[src/rtl/bsync_pkg.sv]
package bsync_pkg;
  localparam int unsigned BSYNC_DEF_WIDTH = 32;
  localparam int unsigned BSYNC_STAGES    = 2;
endpackage

[src/rtl/bsync_chain.sv]
module bsync_chain #(
  parameter int unsigned W     = 32,
  parameter int unsigned DEPTH = 2
) (
  input  logic                      clk_i,
  input  logic                      rst_ni,
  input  logic [W-1:0]              d_i,
  output logic [DEPTH-1:0][W-1:0]   stg_o
);
  // each stage is a plain register so it acts as a synchronizer flop
  for (genvar g = 0; g < DEPTH; g++) begin : g_stage
    logic [W-1:0] q;
    logic [W-1:0] nxt;
    if (g == 0) begin : g_head
      assign nxt = d_i;
    end else begin : g_tail
      assign nxt = stg_o[g-1];
    end
    always_ff @(posedge clk_i or negedge rst_ni) begin
      if (!rst_ni) q <= '0;
      else         q <= nxt;
    end
    assign stg_o[g] = q;
  end
endmodule

[src/rtl/bsync_hold.sv]
module bsync_hold #(
  parameter int unsigned W = 32
) (
  input  logic         clk_i,
  input  logic         rst_ni,
  input  logic [W-1:0] newer_i,
  input  logic [W-1:0] older_i,
  output logic [W-1:0] q_o
);
  logic agree;
  assign agree = (newer_i == older_i);

  always_ff @(posedge clk_i or negedge rst_ni) begin
    if (!rst_ni)    q_o <= '0;
    else if (agree) q_o <= older_i;
  end
endmodule

[src/rtl/stable_bus_sync.sv]
module stable_bus_sync #(
  parameter int unsigned WIDTH = bsync_pkg::BSYNC_DEF_WIDTH
) (
  input  logic             clk_i,
  input  logic             rst_ni,
  input  logic [WIDTH-1:0] src_bus_i,
  output logic [WIDTH-1:0] dst_bus_o
);
  localparam int unsigned NSTG = bsync_pkg::BSYNC_STAGES;

  logic [NSTG-1:0][WIDTH-1:0] stg_q;

  bsync_chain #(.W(WIDTH), .DEPTH(NSTG)) u_chain (
    .clk_i  (clk_i),
    .rst_ni (rst_ni),
    .d_i    (src_bus_i),
    .stg_o  (stg_q)
  );

  bsync_hold #(.W(WIDTH)) u_hold (
    .clk_i   (clk_i),
    .rst_ni  (rst_ni),
    .newer_i (stg_q[0]),
    .older_i (stg_q[1]),
    .q_o     (dst_bus_o)
  );
endmodule

[config.mk]
export PLATFORM = sky130hd
export DESIGN_NAME = stable_bus_sync
export DESIGN_NICKNAME = d
export VERILOG_FILES = /design/src/rtl/bsync_pkg.sv /design/src/rtl/bsync_chain.sv /design/src/rtl/bsync_hold.sv /design/src/rtl/stable_bus_sync.sv
export SDC_FILE = /design/constraint.sdc
export NUM_CORES = 1
export LEC_CHECK = 0
export BUFFER_PORTS_ARGS = -buffer_cell sky130_fd_sc_hd__buf_2
export CORE_MARGIN = 5
export CORE_UTILIZATION = 53
export CTS_CLUSTER_DIAMETER = 100
export DETAILED_ROUTE_END_ITERATION = 7
export HOLD_SLACK_MARGIN = 0.15
export PLACE_DENSITY = 0.79
export SYNTH_ARGS = -nofsm -noshare
export SYNTH_HDL_FRONTEND = slang
export SYNTH_HIERARCHICAL = 1
export SYNTH_SLANG_ARGS = --single-unit
[constraint.sdc]
create_clock -name clk_i -period 2.08 [get_ports clk_i]
set_input_delay 0.104 -clock clk_i [delete_from_list [all_inputs] [get_ports clk_i]]
set_output_delay 0.104 -clock clk_i [all_outputs]
set_load 0.02 [all_outputs]
After elaboration in Yosys (flattened, before gate mapping) --
Cells that the tools add are included.
Storage, ports and cells: register bits 96, memory bits (writable) 0, latch bits 0, memories kept 0, memory bits (read-only) 0, input port bits 34
Operators by class: multiply operators 0, reduce and logical (&&, ||, !) cells 0, equal/unequal tests 1, magnitude comparators 0, bitwise operators 0, $add $sub $neg 0, shift operators 0, divide/modulo/power cells 0, mux-type cells 0
Operators by type and width (count):
- equality test 32 bit | 1

Longest topological paths before layout --
word-level depth 1, gate-level depth with buffers 6, mapped depth without buffers 5

By module --
The synthesis kept the hierarchy.
By module, submodules not included:
- bsync_hold | area an instance 1669.1 sq um, sequential area each 800.8 sq um, times used 1, cells each 110
- bsync_chain | area an instance 1601.5 sq um, sequential area each 1601.5 sq um, times used 1, cells each 64

Worst setup path after synthesis --
No wires, ideal clock.
kind reg-to-reg, start point register u_chain.g_stage[1].q[13], end point register u_hold.q_o[0], setup time 125 ps, path buffers 1, stages on the path, launching flop included 7, slack 442 ps, arrival 1513 ps, cells stage by stage dfrtp_1 -> xnor2_1 -> nand4_1 -> nor4_2 -> nand2_2 -> buf_6 -> mux2_4
Between the ends: word-level cells in the longest chain between the ends 1
Ends and longest elaborated chain:
- start: declaration | RTL line bsync_chain.sv:12 | logic [W-1:0] q;
- start signal: assignment | RTL line bsync_chain.sv:21 | else q <= nxt;
- equality test 32 bit | RTL line bsync_hold.sv:11 | assign agree = (newer_i == older_i);
- end signal: assignment | RTL line bsync_hold.sv:15 | else if (agree) q_o <= older_i;
- end: declaration | RTL line bsync_hold.sv:8 | output logic [W-1:0] q_o
Every way passes these cells. A chain may end at the register's enable or synchronous reset.

Final worst setup path --
start point register u_chain.g_stage[1].q[13], end point register u_hold.q_o[4]
The elaborated chain is that of the path after synthesis.

==> flow_summary.html <==
<table>
<tr><th>Metric</th><th>Value</th></tr>
<tr><th colspan="2">Floorplan</th></tr>
<tr><td>Initial core utilization</td><td>0.549</td></tr>
<tr><td>Number of primary I/O pins</td><td>66</td></tr>
<tr><td>Vertical die dimension</td><td>88.6 µm</td></tr>
<tr><td>Die Outline Area</td><td>a little under 8000 µm²</td></tr>
<tr><td>Core area</td><td>roughly 6000 µm²</td></tr>
<tr><td>Total number of placement rows</td><td>28</td></tr>
<tr><td>Die Span X</td><td>slightly below 90 µm</td></tr>
<tr><th colspan="2">Clock tree</th></tr>
<tr><td>Clock tree from TritonCTS</td><td>built</td></tr>
<tr><td>Clock net sink count</td><td>96</td></tr>
<tr><td>Worst-Skew Late Latency</td><td>0.34 ns</td></tr>
<tr><td>Buffer type at the clock tree root</td><td>sky130_fd_sc_hd__clkbuf_8</td></tr>
<tr><td>Total number of H-tree levels</td><td>3</td></tr>
<tr><td>Cts bufs inserted</td><td>9</td></tr>
<tr><td>Number of cells upsized or downsized after cts</td><td>0</td></tr>
<tr><td>Post-CTS setup-driven buffer insertion count</td><td>0</td></tr>
<tr><td>Total of hold buffers inserted after clock tree synthesis</td><td>33</td></tr>
<tr><td>Clock transition at the registers of the reported paths</td><td>around 0.080 ns</td></tr>
<tr><td>CTS Buffer Depth</td><td>2</td></tr>
<tr><th colspan="2">GRT</th></tr>
<tr><td>Met1 routing resource usage after global routing</td><td>0.212</td></tr>
<tr><td>Antenna violations before repair</td><td>0</td></tr>
<tr><td>Wire length of the first global-routing pass</td><td>between 9 and 10 mm</td></tr>
<tr><td>Layer with the highest usage after global routing</td><td>met2</td></tr>
<tr><td>Largest net degree at the start of global routing</td><td>47</td></tr>
<tr><td>Number of global-route vias before repair</td><td>1,974</td></tr>
<tr><td>Total congestion overflow</td><td>0</td></tr>
<tr><td>Global-route track usage on met2</td><td>0.270</td></tr>
<tr><td>Met3 Track Usage GR</td><td>0.0652</td></tr>
<tr><td>Aggregate global-route resource usage</td><td>0.166</td></tr>
<tr><th colspan="2">Final layout</th></tr>
<tr><td>Nets@finish</td><td>between 300 and 400</td></tr>
<tr><td>Most frequent cells in the layout</td><td>sky130_fd_sc_hd__dfrtp_1 (96), sky130_fd_sc_hd__buf_2 (64), sky130_fd_sc_hd__dlygate4sd3_1 (33)</td></tr>
<tr><td>Diodes inserted</td><td>0</td></tr>
<tr><td>Non-filler instance count after layout</td><td>around 360</td></tr>
<tr><td>Fraction of final layout cells sized beyond drive strength 1</td><td>0.412</td></tr>
<tr><td>Area growth, synth to finish</td><td>30.0%</td></tr>
<tr><td>Utilization after layout</td><td>0.714</td></tr>
<tr><td>Most common library cell in the layout ignoring fill and taps</td><td>sky130_fd_sc_hd__dfrtp_1</td></tr>
<tr><th colspan="2">Worst setup path</th></tr>
<tr><td>Destination of the worst register-to-register timing path</td><td>u_hold/q_o[4]$_DFFE_PN0N_</td></tr>
<tr><td>Setup CP Type</td><td>flop to flop</td></tr>
<tr><td>Largest stage delay, worst path</td><td>around 0.41 ns</td></tr>
<tr><td>Worst-path cell chain</td><td>xnor2_1 &gt; nand4_1 &gt; nor4_2 &gt; nand2_2 &gt; buf_4 &gt; mux2_4</td></tr>
<tr><td>Startpoint of the most critical register-to-register path</td><td>u_chain/g_stage[1].q[13]$_DFF_PN0_</td></tr>
<tr><td>Type of element launching the critical path</td><td>flop</td></tr>
<tr><td>Biggest fanout along the worst timing path</td><td>20</td></tr>
<tr><td>Top delay family on crit path</td><td>simple AND/OR/NAND/NOR gates</td></tr>
<tr><td>Critical path endpoint category</td><td>flop</td></tr>
<tr><td>Arrival time of data at the critical path endpoint</td><td>~2.1 ns</td></tr>
<tr><td>Worst Setup SP</td><td>u_chain/g_stage[1].q[13]$_DFF_PN0_</td></tr>
<tr><td>Stages on worst setup path</td><td>6</td></tr>
<tr><td>CP max stage cell</td><td>sky130_fd_sc_hd__dfrtp_1</td></tr>
<tr><td>CP required</td><td>roughly 2.3 ns</td></tr>
<tr><td>Number of buffer and inverter instances along the worst setup path</td><td>1</td></tr>
<tr><td>Reg2reg path depth</td><td>6</td></tr>
<tr><td>Flop2flop setup slack</td><td>between 0.15 and 0.2 ns</td></tr>
<tr><th colspan="2">Yosys</th></tr>
<tr><td>Cell type with the largest total area after synthesis</td><td>sky130_fd_sc_hd__dfrtp_1</td></tr>
<tr><td>Avg Cell Area, Syn</td><td>roughly 19 µm²</td></tr>
<tr><td>Number of register bits inferred by synthesis</td><td>96</td></tr>
<tr><td>Netlist Area Pre-Place</td><td>around 3300 µm²</td></tr>
<tr><td>Synthesis warning total</td><td>6</td></tr>
<tr><td>Proportion of netlist area held by the largest area contributor</td><td>0.735</td></tr>
<tr><td>Ranking of synthesized cells by area</td><td>sky130_fd_sc_hd__dfrtp_1 (73%), sky130_fd_sc_hd__mux2_4 (14%), sky130_fd_sc_hd__xnor2_1 (8.6%)</td></tr>
<tr><td>Post-synthesis sequential area ratio</td><td>0.735</td></tr>
<tr><td>Count of distinct cell types in the synthesized netlist</td><td>8</td></tr>
<tr><td>Net Count, Synth</td><td>roughly 210</td></tr>
<tr><td>Gate Count Post-Synth</td><td>~170</td></tr>
<tr><th colspan="2">STA</th></tr>
<tr><td>Max Fclk</td><td>between 500 and 600 MHz</td></tr>
<tr><td>Hold Slack</td><td>roughly 0.3 ns</td></tr>
<tr><td>Worst relative slew slack</td><td>0.619</td></tr>
<tr><td>Final critical-path required period</td><td>approximately 1.9 ns</td></tr>
<tr><td>Final period utilization</td><td>0.909</td></tr>
<tr><td>Endpoints failing setup</td><td>0</td></tr>
<tr><td>Slew at the pin closest to its max-slew limit</td><td>approximately 0.57 ns</td></tr>
<tr><td>Final hold violation count</td><td>0</td></tr>
<tr><td>Worst clock skew</td><td>around 0.0081 ns</td></tr>
<tr><td>Setup TNS Final</td><td>0 ns</td></tr>
<tr><td>Number of max-slew violations in the final report</td><td>0</td></tr>
<tr><td>RSZ-0062 raised after global routing</td><td>no</td></tr>
<tr><th colspan="2">Place</th></tr>
<tr><td>Number of input and output port buffers inserted</td><td>65</td></tr>
<tr><td>Gpl congestion</td><td>0.682</td></tr>
<tr><td>Post-placement cell count</td><td>315</td></tr>
<tr><td>Detailed-placement wirelength estimate</td><td>about 3.7 mm</td></tr>
<tr><th colspan="2">Hold path</th></tr>
<tr><td>Path category of the worst min-delay check</td><td>primary input to asynchronous set/reset pin</td></tr>
<tr><th colspan="2">Detailed routing</th></tr>
<tr><td>Violation count after the first detailed-route iteration</td><td>between 60 and 70</td></tr>
<tr><td>DRC violation count after routing</td><td>0</td></tr>
<tr><td>Count of vias placed by the detailed router</td><td>roughly 1,700</td></tr>
<tr><td>Vias per std cell</td><td>4.79</td></tr>
<tr><td>WL per Instance</td><td>15.9 µm</td></tr>
<tr><td>Post-Route WL</td><td>5.78 mm</td></tr>
<tr><td>DRT Pass-1 Iters</td><td>4</td></tr>
<tr><td>Antenna Nets Post-Route</td><td>0</td></tr>
<tr><th colspan="2">Job</th></tr>
<tr><td>Number of max-capacitance violations reported</td><td>0</td></tr>
<tr><th colspan="2">Power and ir drop</th></tr>
<tr><td>Final Power</td><td>approximately 3500 µW</td></tr>
<tr><td>Pwr per Cell Area</td><td>around 800 nW/µm²</td></tr>
<tr><td>VDD IR max</td><td>about 0.75 mV</td></tr>
<tr><td>Leakage Power</td><td>between 0.002 and 0.0025 µW</td></tr>
<tr><th colspan="2">Outcome</th></tr>
<tr><td>Status</td><td>finished clean</td></tr>
</table>
==> cell type report <==
cell class / instances / area [µm²]
Clock buffer: 11 / 141
Clock inverter: 5 / 78.8
Fill cell: 395 / 1700
Multi-Input combinational cell: 75 / 835
Sequential cell: 96 / 2400
Tap cell: 75 / 93.8
Timing Repair Buffer: 102 / 701
==> cells in the mapped netlist <==
master / number
sky130_fd_sc_hd__nor4_2: 2
sky130_fd_sc_hd__mux2_4: 30
sky130_fd_sc_hd__dfrtp_1: 96
sky130_fd_sc_hd__xnor2_1: 32
sky130_fd_sc_hd__mux2_2: 2
sky130_fd_sc_hd__buf_6: 3
sky130_fd_sc_hd__nand2_2: 1
sky130_fd_sc_hd__nand4_1: 8
==> sequential cells by signal, indices dropped and copies added, names as in the netlist <==
| register | flops |
|---|---|
| u_chain/g_stage.q | 64 |
| u_hold/q_o | 32 |
==> power breakdown <==
group,internal [µW],switching (µW),total [µW],leakage (µW)
Clock,711,581,1290,0.000114
Sequential,1930,46.3,1970,0.00119
Combinational,111,75.2,186,0.000843
Total,2750,703,3450,0.00215
==> logic make-up after synthesis <==
| family | after synthesis | share of synthesized area |
|---|---|---|
| flops | 96 | 0.735 |
| xor+xnor | 32 | 0.0857 |
| mux | 32 | 0.145 |
| simple gates | 11 | 0.0249 |
| buf+inv | 3 | 0.0103 |
==> metal layers <==
layer / wire length [µm] / vias up
li1: - / 800
met1: 2530 / 875
met2: 2830 / 61
met3: 387 / 6
met4: 35 / 0
met5: 0 / -
==> stage by stage <==
| stage | setup slack [ns] | instance area (µm²) |
|---|---|---|
| 2_1_floorplan | 0.442 | 3270 |
| 3_3_place_gp | 0.207 | 3700 |
| 3_5_place_dp | 0.181 | 3700 |
| 4_1_cts | 0.160 | 4250 |
| 5_1_grt | 0.0886 | 4250 |
| 6_report | 0.190 | 4250 |
==> worst max-delay path by stage <==
stage / to / slack, ns
after floorplan: u_hold/q_o[0]$_DFFE_PN0N_ / 0.44
after global placement: u_hold/q_o[1]$_DFFE_PN0N_ / 0.21
after detailed placement: u_hold/q_o[4]$_DFFE_PN0N_ / 0.18
after CTS: u_hold/q_o[4]$_DFFE_PN0N_ / 0.16
after global routing: u_hold/q_o[4]$_DFFE_PN0N_ / 0.09
final: u_hold/q_o[4]$_DFFE_PN0N_ / 0.19
Power figures use the tool's default switching activity.
